$ cat src/rtl/tick_irq_status.sv
module tick_irq_status #(
  parameter int DIV_W  = 14,
  parameter int RATE_W = 4,
  parameter logic [2:0] BASE_RUN = 3'b010
) (
  input  logic              clk,
  input  logic              rst_n,
  input  logic              base_tick,
  input  logic [2:0]        base_sel,
  input  logic [RATE_W-1:0] rate_sel,
  input  logic              per_en,
  input  logic              alm_en,
  input  logic              upd_en,
  input  logic              sqw_en,
  input  logic              alm_evt,
  input  logic              upd_evt,
  input  logic              stat_rd,
  output logic [7:0]        stat_q,
  output logic              irq,
  output logic              sqw_out
);
  localparam int TAP_W = $clog2(DIV_W + 1);

  logic [DIV_W-1:0] div_q;
  logic [DIV_W-1:0] tap_mask;
  logic [TAP_W-1:0] tap_len;
  logic [2:0]       flg_q;
  logic             run, rate_on, per_hit;

  assign run     = (base_sel == BASE_RUN);
  assign rate_on = (rate_sel != '0);

  always_comb begin
    case (rate_sel)
      RATE_W'(1): tap_len = TAP_W'(7);
      RATE_W'(2): tap_len = TAP_W'(8);
      default:    tap_len = TAP_W'(rate_sel) - TAP_W'(1);
    endcase
  end

  assign tap_mask = (DIV_W'(1) << tap_len) - DIV_W'(1);
  assign per_hit  = run && rate_on && base_tick && ((div_q & tap_mask) == tap_mask);

  always_ff @(posedge clk) begin
    if (!rst_n || !run) div_q <= '0;
    else if (base_tick) div_q <= div_q + DIV_W'(1);
  end

  always_ff @(posedge clk) begin
    if (!rst_n) flg_q <= '0;
    else        flg_q <= (stat_rd ? 3'b000 : flg_q) | {per_hit, alm_evt, upd_evt};
  end

  always_ff @(posedge clk) begin
    if (!rst_n || !sqw_en) sqw_out <= 1'b0;
    else if (per_hit)      sqw_out <= ~sqw_out;
  end

  assign stat_q = {|(flg_q & {per_en, alm_en, upd_en}), flg_q, 4'h0};
  assign irq    = stat_q[7];
endmodule


$ cat config.mk
export PLATFORM = sky130hd
export DESIGN_NAME = tick_irq_status
export DESIGN_NICKNAME = d
export VERILOG_FILES = /design/src/rtl/tick_irq_status.sv
export SDC_FILE = /design/constraint.sdc
export NUM_CORES = 1
export LEC_CHECK = 0
export ABC_AREA = 1
export BUFFER_PORTS_ARGS = -buffer_cell sky130_fd_sc_hd__buf_2
export CORE_UTILIZATION = 50
export CTS_BUF_LIST = sky130_fd_sc_hd__clkbuf_8
export CTS_CLUSTER_DIAMETER = 150
export CTS_CLUSTER_SIZE = 25
export DETAILED_ROUTE_END_ITERATION = 7
export PLACE_DENSITY_LB_ADDON = 0.25
export SKIP_LAST_GASP = 1
export SLEW_MARGIN = 0
export SYNTH_ARGS = -nofsm -noshare
export SYNTH_HDL_FRONTEND = slang
export SYNTH_SLANG_ARGS = --single-unit
$ cat constraint.sdc
create_clock -name clk -period 2.9 [get_ports clk]
set_clock_uncertainty 0.05 [all_clocks]
set_input_delay 0.58 -clock clk [delete_from_list [all_inputs] [get_ports clk]]
set_output_delay 0.58 -clock clk [all_outputs]
set_load 0.005 [all_outputs]
==> flow_summary.json, run 1 <==
{
  "endpoint_kind": "flip-flop",
  "switching_power_w": 0.000217,
  "finalInstanceArea_um2": 1920,
  "num-nets-final": 342,
  "final_util_pct": 61.8,
  "die_height_um": 59.7,
  "wire_per_inst_um": 9.92,
  "yosysTopAreaCell": "dfxtp_1",
  "avgSynthCellArea_um2": 5.82,
  "grt-ovfl-total": 0,
  "path_class": "primary input to flip-flop",
  "clockBufferDepth": 2,
  "grt_pass1_vias": 1506,
  "start_util_pct": 53.6,
  "antenna_found_initial": 0,
  "drive_gt1_share_pct": 18.2,
  "route.detailed.drc": 0,
  "post-route-period-util_pct": 90.3,
  "setup_viol": 0,
  "p_per_area_nw_per_um2": 349,
  "layout_min_cycle_time_ps": 2620,
  "yosysWarnings": 0,
  "synth_ff_type": "dfxtp_1",
  "fill_cells": 328,
  "cp.arrival_ps": 2720,
  "die_w_um": 59.7,
  "yosysSeqAreaShare_pct": 21.7,
  "ir_worst_vdd_mv": 0.228,
  "finalHoldViolCount": 0,
  "start_kind": "primary input",
  "routed_wl_mm": 3.59,
  "dr.pass1.iters": 4,
  "drt-vias-per-instance": 4.97,
  "core_um2": 3100,
  "p_leak_nw": 0.968,
  "drtAntennaViolNets": 0,
  "dp_hpwl_mm": 3.01,
  "totalPowerFinal_w": 0.000669,
  "yosysMostFrequentCell": "nand2_1",
  "insertion_delay_ps": 260,
  "dieArea_um2": 3560,
  "hp-class": "flip-flop to flip-flop",
  "grt_max_degree": 13,
  "cts_resized": 0,
  "io_pins": 27,
  "required_ps": 3000,
  "io_buffers": 22,
  "grt_pass1_wl_mm": 6.17,
  "syn-cell-area_um2": 1660,
  "cts_tree": "done",
  "path_clk_slew_ps": 70,
  "rsz0062_at_grt": "no",
  "synthTopCellsByArea": "dfxtp_1 22%, nand2_1 17%, nor2_1 12%",
  "slew_viol_final": 0,
  "hold_slack_ps": 421,
  "root_buffer": "clkbuf_8",
  "post-cts-setup-buffers": 0,
  "cts_inserted_buffers": 3,
  "maxCapViolCount": 0,
  "outcome": "complete, no violations",
  "final.setup.tns_ps": 0,
  "placed_area_um2": 1860,
  "n_antenna_cell": 0,
  "yosys-top-cells-count": "77 x nand2_1, 52 x nor2_1, 34 x inv_1",
  "gp_congestion": 0.848,
  "synth.distinct_cells": 28,
  "ys_ff_latch": 18,
  "num_vias": 1798,
  "clkPwrFrac_pct": 30.9,
  "std_cell_rows": 20,
  "cts.sinks": 18,
  "synth_edf_count": 0,
  "synth_cells": 286,
  "cts_hold_buf": 0,
  "cts.htree.levels": 1,
  "p_comb_share_pct": 31.6,
  "power.internal_w": 0.000452,
  "async_flop_share_pct": 0,
  "fmax_mhz": 382,
  "track_usage_pct": 22.7,
  "share_seq_of_total_power_pct": 37.4,
  "drtIter0Drc": 86,
  "switching_share_pct": 32.5,
  "crit_fanout": 3,
  "synth_top_area_share_pct": 21.7,
  "syn_to_final_growth_pct": 15.2
}
==> area by class of cell <==
type	count	area, um2	area share (%)
inverter	35	131	6.85
timing repair buffer	33	193	10.1
sequential	18	360	18.8
tap	44	55.1	2.87
multi-input combinational	228	1120	58.6
clock buffer	4	55.1	2.87
==> critical path, stage by stage <==
cell and delay, ps:
buf_2 100, inv_1 70, ha_1 290, inv_1 40, a21oi_1 180, nand2_1 100
nor2_1 160, nand2_2 70, ha_1 270, o2111ai_1 90, nor2_1 120, nand2_1 50
inv_1 40, nand2_1 40, nor2_1 100, nand3_1 100, nor2_2 130, nand3_1 80
nand2_1 60, nor2_1 30
==> layer usage <==
metal	track usage (%)	vias up	share of wire, %
li1	-	965	-
met1	30.1	798	49
met2	37.3	30	46
met3	4.11	5	4.3
met4	6.98	0	1.2
met5	0	-	0
==> sequential cells by signal (all words and copies together), names as in the netlist <==
| signal | cells |
|---|---|
| div_q | 14 |
| flg_q | 3 |
| sqw_out | 1 |
==> layout by cell type (no fill, tap or decap), drive strengths merged, types with 4 or more instances in the layout <==
cell	netlist	routed
buf	7	33
ha	6	6
nand3	33	33
nand2	88	88
nor3	4	4
inv	34	34
clkbuf	1	4
nor2	59	59
conb	1	4
a21oi	13	13
nand4	4	4
dfxtp	18	18
o21ai	7	7
==> power by group through the flow <==
| stage | Sequential, W | Combinational, W | Clock (W) |
|---|---|---|---|
| floorplan | 0.000256 | 0.000158 | 0 |
| global placement | 0.000256 | 0.000208 | 0 |
| detailed placement | 0.000256 | 0.000209 | 0 |
| CTS | 0.000251 | 0.000210 | 0.000210 |
| global route | 0.000251 | 0.000244 | 0.000222 |
| finish | 0.000251 | 0.000212 | 0.000207 |
==> metrics by stage <==
step | setup slack, ps | cells
after detailed placement | -11.3 | 358
after floorplan | 264 | 289
after global placement | 61.4 | 358
after CTS | 262 | 362
final | 283 | 362
after global routing | 21.9 | 362
==> worst paths after layout <==
kind	endpoint	start	cells after the start	slack, ps
max	sqw_out	rate_sel[0]	20	280
min	div_q[9]	div_q[8]	2	420
max reg2reg	div_q[12]	div_q[0]	12	930
min reg2reg	div_q[9]	div_q[8]	2	420
==> cell families after synthesis <==
family          after synthesis  synth area share (%)
compound gates               22                  7.14
xor+xnor                      1                 0.526
fa+ha+maj                     6                  4.51
buf+inv                      43                  11.6
flops                        18                  21.7
mux                           1                 0.602
other cells                   1                 0.225
simple gates                194                  53.8
Note: power is estimated with default switching activity, not from simulation.
==> run 2: changes to the inputs <==
--- a/config.mk
+++ b/config.mk
@@ -13,4 +13,5 @@
 export CTS_CLUSTER_SIZE = 25
 export DETAILED_ROUTE_END_ITERATION = 7
+export GPL_TIMING_DRIVEN = 0
 export PLACE_DENSITY_LB_ADDON = 0.25
 export SKIP_LAST_GASP = 1
==> constraint.sdc (replaced) <==
create_clock -name clk -period 2.9 [get_ports clk]
set_clock_uncertainty 0.05 [all_clocks]
set_input_delay 0.725 -clock clk [delete_from_list [all_inputs] [get_ports clk]]
set_output_delay 0.725 -clock clk [all_outputs]
set_load 0.005 [all_outputs]
==> flow_summary.json, run 2 (same netlist as run 1, synthesis figures left out) <==
{
  "placed_area_um2": 1840,
  "routed_wl_mm": 4.15,
  "cts.sinks": 18,
  "die_height_um": 59.7,
  "grt_pass1_wl_mm": 6.02,
  "grt_pass1_vias": 1439,
  "clkPwrFrac_pct": 28.7,
  "route.detailed.drc": 0,
  "track_usage_pct": 21.9,
  "start_kind": "primary input",
  "cp.arrival_ps": 2880,
  "p_leak_nw": 1.02,
  "cpPeakStageDelay_ps": 270,
  "hp-class": "flip-flop to flip-flop",
  "setup_viol": 0,
  "met3_usage_pct": 2.60,
  "p_comb_share_pct": 35.8,
  "drive_gt1_share_pct": 24.8,
  "syn_to_final_growth_pct": 25.5,
  "switching_power_w": 0.000235,
  "crit_fanout": 5,
  "switching_share_pct": 33.2,
  "fill_cells": 281,
  "dp_hpwl_mm": 2.85,
  "die_w_um": 59.7,
  "outcome": "complete, no violations",
  "num-nets-final": 350,
  "maxCapViolCount": 0,
  "antenna_found_initial": 0,
  "finalInstanceArea_um2": 2090,
  "regMostFlops": "div_q",
  "io_buffers": 21,
  "holdPathStages": 2,
  "drtIter0Drc": 139,
  "layout_min_cycle_time_ps": 2780,
  "cts.htree.levels": 1,
  "grt.met1_usage_pct": 32.0,
  "endpoint_kind": "flip-flop",
  "clockBufferDepth": 2,
  "grt_max_degree": 11,
  "required_ps": 3000,
  "finalHoldViolCount": 0,
  "drtAntennaViolNets": 0,
  "core_um2": 3100,
  "io_pins": 27,
  "path_clk_slew_ps": 60,
  "grt-ovfl-total": 0,
  "final_cell_mix": "74 x nand2_1, 49 x nor2_1, 31 x nand3_1, 30 x inv_1, 19 x buf_2",
  "path_class": "primary input to flip-flop",
  "grt-busiest-layer": "met2",
  "cpLargestDelayFamily": "simple AND/OR/NAND/NOR gates",
  "gp_congestion": 0.918,
  "crit_slowest_cell": "ha_4",
  "std_cell_rows": 20,
  "slew_viol_final": 0,
  "share_seq_of_total_power_pct": 35.4,
  "drt-vias-per-instance": 5.14,
  "cts_tree": "done",
  "insertion_delay_ps": 250,
  "num_vias": 1902,
  "layout_commonest_cell": "nand2_1",
  "dr.pass1.iters": 5,
  "ff2ff_path_depth": 12,
  "grtUsageMet2_pct": 33.3,
  "post-route-period-util_pct": 96.0,
  "wire_per_inst_um": 11.2,
  "start_util_pct": 53.6,
  "top_regs": "div_q (14), flg_q (3), sqw_out (1)",
  "n_antenna_cell": 0,
  "ir_worst_vdd_mv": 0.238,
  "worst-path-buf-inv": 4,
  "path_depth": 20,
  "totalPowerFinal_w": 0.000708,
  "p_per_area_nw_per_um2": 339,
  "fmax_mhz": 359,
  "largest_register_ffs": 14,
  "path_cells": "buf_6 -> inv_4 -> ha_4 -> inv_1 -> a21oi_4 -> nand2_2 -> nor2_4 -> nand2_4 -> ha_4 -> o2111ai_1 -> nor2_1 -> nand2_1 -> inv_1 -> nand2_1 -> nor2_1 -> nand3_1 -> nor2_2 -> nand3_1 -> nand2_1 -> nor2_1",
  "power.internal_w": 0.000472,
  "dieArea_um2": 3560,
  "root_buffer": "clkbuf_8",
  "cts_inserted_buffers": 3
}
==> run 2: final timing paths <==
kind | from | slack, ps | endpoint
min | div_q[8] | 420 | div_q[9]
max | rate_sel[0] | 120 | sqw_out
min reg2reg | div_q[8] | 420 | div_q[9]
max reg2reg | div_q[0] | 900 | div_q[12]
==> run 2: power by group through the flow <==
stage	clock [W]	sequential, W	combinational (W)
floorplan	0	0.000256	0.000158
global placement	0	0.000256	0.000200
detailed placement	0	0.000256	0.000202
CTS	0.000213	0.000251	0.000205
global route	0.000223	0.000251	0.000286
finish	0.000203	0.000251	0.000253
==> run 2: layout make-up <==
type                    instances  area, um2  area share (%)
repair buffers                 33        208            9.95
plain buffers                   8       61.3            2.94
multi-input cells             228       1210            58.1
flip-flops and latches         18        360            17.3
inverters                      35        136            6.53
clock buffers                   4       55.1            2.64
well taps                      44       55.1            2.64
==> run 2: worst min-delay path, cell delays in order, from the launching register on <==
cell and delay, ps:
dfxtp_1 310, nand2_1 60, a21oi_1 60
==> run 2: routing by layer <==
| metal | part of all wire (%) | vias up |
|---|---|---|
| li1 | - | 986 |
| met1 | 45 | 833 |
| met2 | 46 | 66 |
| met3 | 5.1 | 17 |
| met4 | 3.0 | 0 |
| met5 | 0 | - |
==> run 2: stage by stage <==
step | cells | TNS (ps) | hold WS (ps) | utilization (%) | setup slack [ps]
finish | 370 | 0 | 421 | 67.3 | 116
global route | 370 | -54.9 | 461 | 67.3 | -54.9
CTS | 358 | 0 | 415 | 61.3 | 10.6
detailed placement | 354 | -599 | 405 | 59.2 | -326
global placement | 354 | -565 | 398 | 59.2 | -301
floorplan | 289 | 0 | 389 | - | 119
==> run 2: repair_timing <==
| item | in CTS | in global routing |
|---|---|---|
| endpoints found under the setup margin | 1 | 2 |
| pin swaps | 0 | 12 |
| hold buffers | 0 | 0 |
| resized for setup | 4 | 26 |
| setup buffers | 0 | 12 |
==> run 3: changes to the inputs <==
- BUFFER_PORTS_ARGS: -buffer_cell sky130_fd_sc_hd__buf_2 -> -buffer_cell sky130_fd_sc_hd__buf_4
- SKIP_LAST_GASP: 1 -> default
==> flow_summary.json, run 3 (same netlist as run 1, synthesis figures left out) <==
{
  "outcome": "complete, no violations",
  "die_w_um": 59.7,
  "routed_wl_mm": 3.96,
  "io_pins": 27,
  "path_class": "primary input to flip-flop",
  "fin_cells": 364,
  "p_comb_share_pct": 34.2,
  "r2r-end": "div_q[12]",
  "crit_slowest_cell": "ha_1",
  "holdPathStages": 2,
  "fill_cells": 295,
  "root_buffer": "clkbuf_8",
  "grt-ovfl-total": 0,
  "multi_input_area_um2": 1180,
  "drtAntennaViolNets": 0,
  "ff2ff_path_depth": 12,
  "switching_share_pct": 33.4,
  "grt_pass1_vias": 1579,
  "top_regs": "div_q (14), flg_q (3), sqw_out (1)",
  "final.setup.tns_ps": 0,
  "path_common_cell": "nand2_1",
  "syn_to_final_growth_pct": 23.3,
  "n_antenna_cell": 0,
  "cts_inserted_buffers": 3,
  "whs_endpoint": "div_q[9]",
  "fmax_mhz": 361,
  "placedCellCount": 354,
  "num_vias": 1853,
  "cp.arrival_ps": 2880,
  "finalHoldViolCount": 0,
  "regMostFlops": "div_q",
  "final_cell_mix": "76 x nand2_1, 48 x nor2_1, 32 x inv_1, 32 x buf_4, 31 x nand3_1",
  "path_cells": "buf_4 -> inv_4 -> ha_4 -> buf_4 -> a21oi_4 -> nand2_1 -> nor2_2 -> nand2_2 -> ha_1 -> o2111ai_1 -> nor2_1 -> nand2_1 -> inv_1 -> nand2_1 -> nor2_1 -> nand3_1 -> nor2_2 -> nand3_1 -> nand2_1 -> nor2_1",
  "insertion_delay_ps": 260,
  "num-nets-final": 344,
  "grt_max_degree": 11,
  "p_leak_nw": 0.997,
  "dieArea_um2": 3560,
  "clockBufferDepth": 2,
  "drt-vias-per-instance": 5.09,
  "layout_min_cycle_time_ps": 2770,
  "seq_area_um2": 360,
  "hp-class": "flip-flop to flip-flop",
  "clkPwrFrac_pct": 29.9,
  "drtIter0Drc": 102,
  "maxCapViolCount": 0,
  "share_seq_of_total_power_pct": 35.8,
  "drive_gt1_share_pct": 22.2,
  "path_clk_slew_ps": 70,
  "ir_worst_vdd_mv": 0.238,
  "std_cell_rows": 20,
  "p_per_area_nw_per_um2": 341,
  "route.detailed.drc": 0,
  "switching_power_w": 0.000233,
  "track_usage_pct": 22.9,
  "endpoint_kind": "flip-flop",
  "largest_register_ffs": 14,
  "antenna_found_initial": 0,
  "wire_per_inst_um": 10.9,
  "slew_viol_final": 0,
  "gp_congestion": 0.913,
  "core_um2": 3100,
  "start_util_pct": 53.6,
  "grt_pass1_wl_mm": 6.30,
  "post-route-period-util_pct": 95.5,
  "layout_commonest_cell": "nand2_1",
  "worstHoldStart": "div_q[8]",
  "cts.htree.levels": 1,
  "crit_fanout": 5,
  "cpPeakStageDelay_ps": 280,
  "power.internal_w": 0.000466,
  "cts_tree": "done",
  "io_buffers": 21,
  "cts.sinks": 18,
  "dp_hpwl_mm": 2.92,
  "setup_viol": 0,
  "dr.pass1.iters": 4,
  "worstReg2RegStart": "div_q[0]",
  "required_ps": 3010,
  "start_kind": "primary input",
  "die_height_um": 59.7,
  "reg2reg_slack_ps": 900
}
==> run 3: final cells by class <==
type / instances / area share (%)
buffer: 8 / 2.99
clock buffer: 4 / 2.68
inverter: 35 / 6.65
multi-input combinational: 228 / 57.7
sequential: 18 / 17.6
tap: 44 / 2.68
timing repair buffer: 27 / 9.76
==> run 3: routing by layer <==
layer  wire length [um]  track usage [%]  up-vias
met5                  0                0        -
met1               1810             29.1      816
li1                   -                -      971
met3                232             2.81       10
met4                 73             6.64        0
met2               1850             40.3       56
==> run 3: worst max-delay path by stage <==
stage | from | to | slack, ps | depth (start not counted)
after floorplan | rate_sel[0] | sqw_out | 120 | 19
after global placement | rate_sel[0] | sqw_out | -300 | 22
after detailed placement | rate_sel[1] | sqw_out | -340 | 21
after CTS | rate_sel[0] | sqw_out | 10 | 22
after global routing | rate_sel[1] | sqw_out | -30 | 20
final | rate_sel[1] | sqw_out | 130 | 20
==> run 3: repair_timing <==
action	CTS	global route
hold buffers	0	0
setup buffers	0	5
gates resized for setup	5	14
cloned	0	1
endpoints found under the setup margin	2	2
pin swaps	0	5
==> run 3: stage by stage <==
step                hold WS (ps)  area, um2  worst slack [ps]  util [%]  total power, W
floorplan                    389       1680               119         -        0.000415
global placement             404       1890              -298      60.8        0.000464
detailed placement           407       1890              -340      60.8        0.000467
CTS                          414       1960              10.9      63.1        0.000680
global route                 440       2050             -27.7      66.1        0.000746
finish                       419       2050               130      66.1        0.000700
==> run 3: worst max-delay path, delay by kind of cell <==
kind	cells	cell delay [ps]
and+or+nand+nor	12	1050
adders and majority gates	2	440
buffers and inverters	4	380
AOI/OAI and AO/OA	2	290
==> run 3: power groups by stage <==
stage / Clock (W) / Sequential [W] / Combinational, W
after floorplan: 0 / 0.000256 / 0.000158
after global placement: 0 / 0.000256 / 0.000208
after detailed placement: 0 / 0.000256 / 0.000210
after CTS: 0.000214 / 0.000251 / 0.000215
after global routing: 0.000225 / 0.000251 / 0.000270
final: 0.000210 / 0.000251 / 0.000239
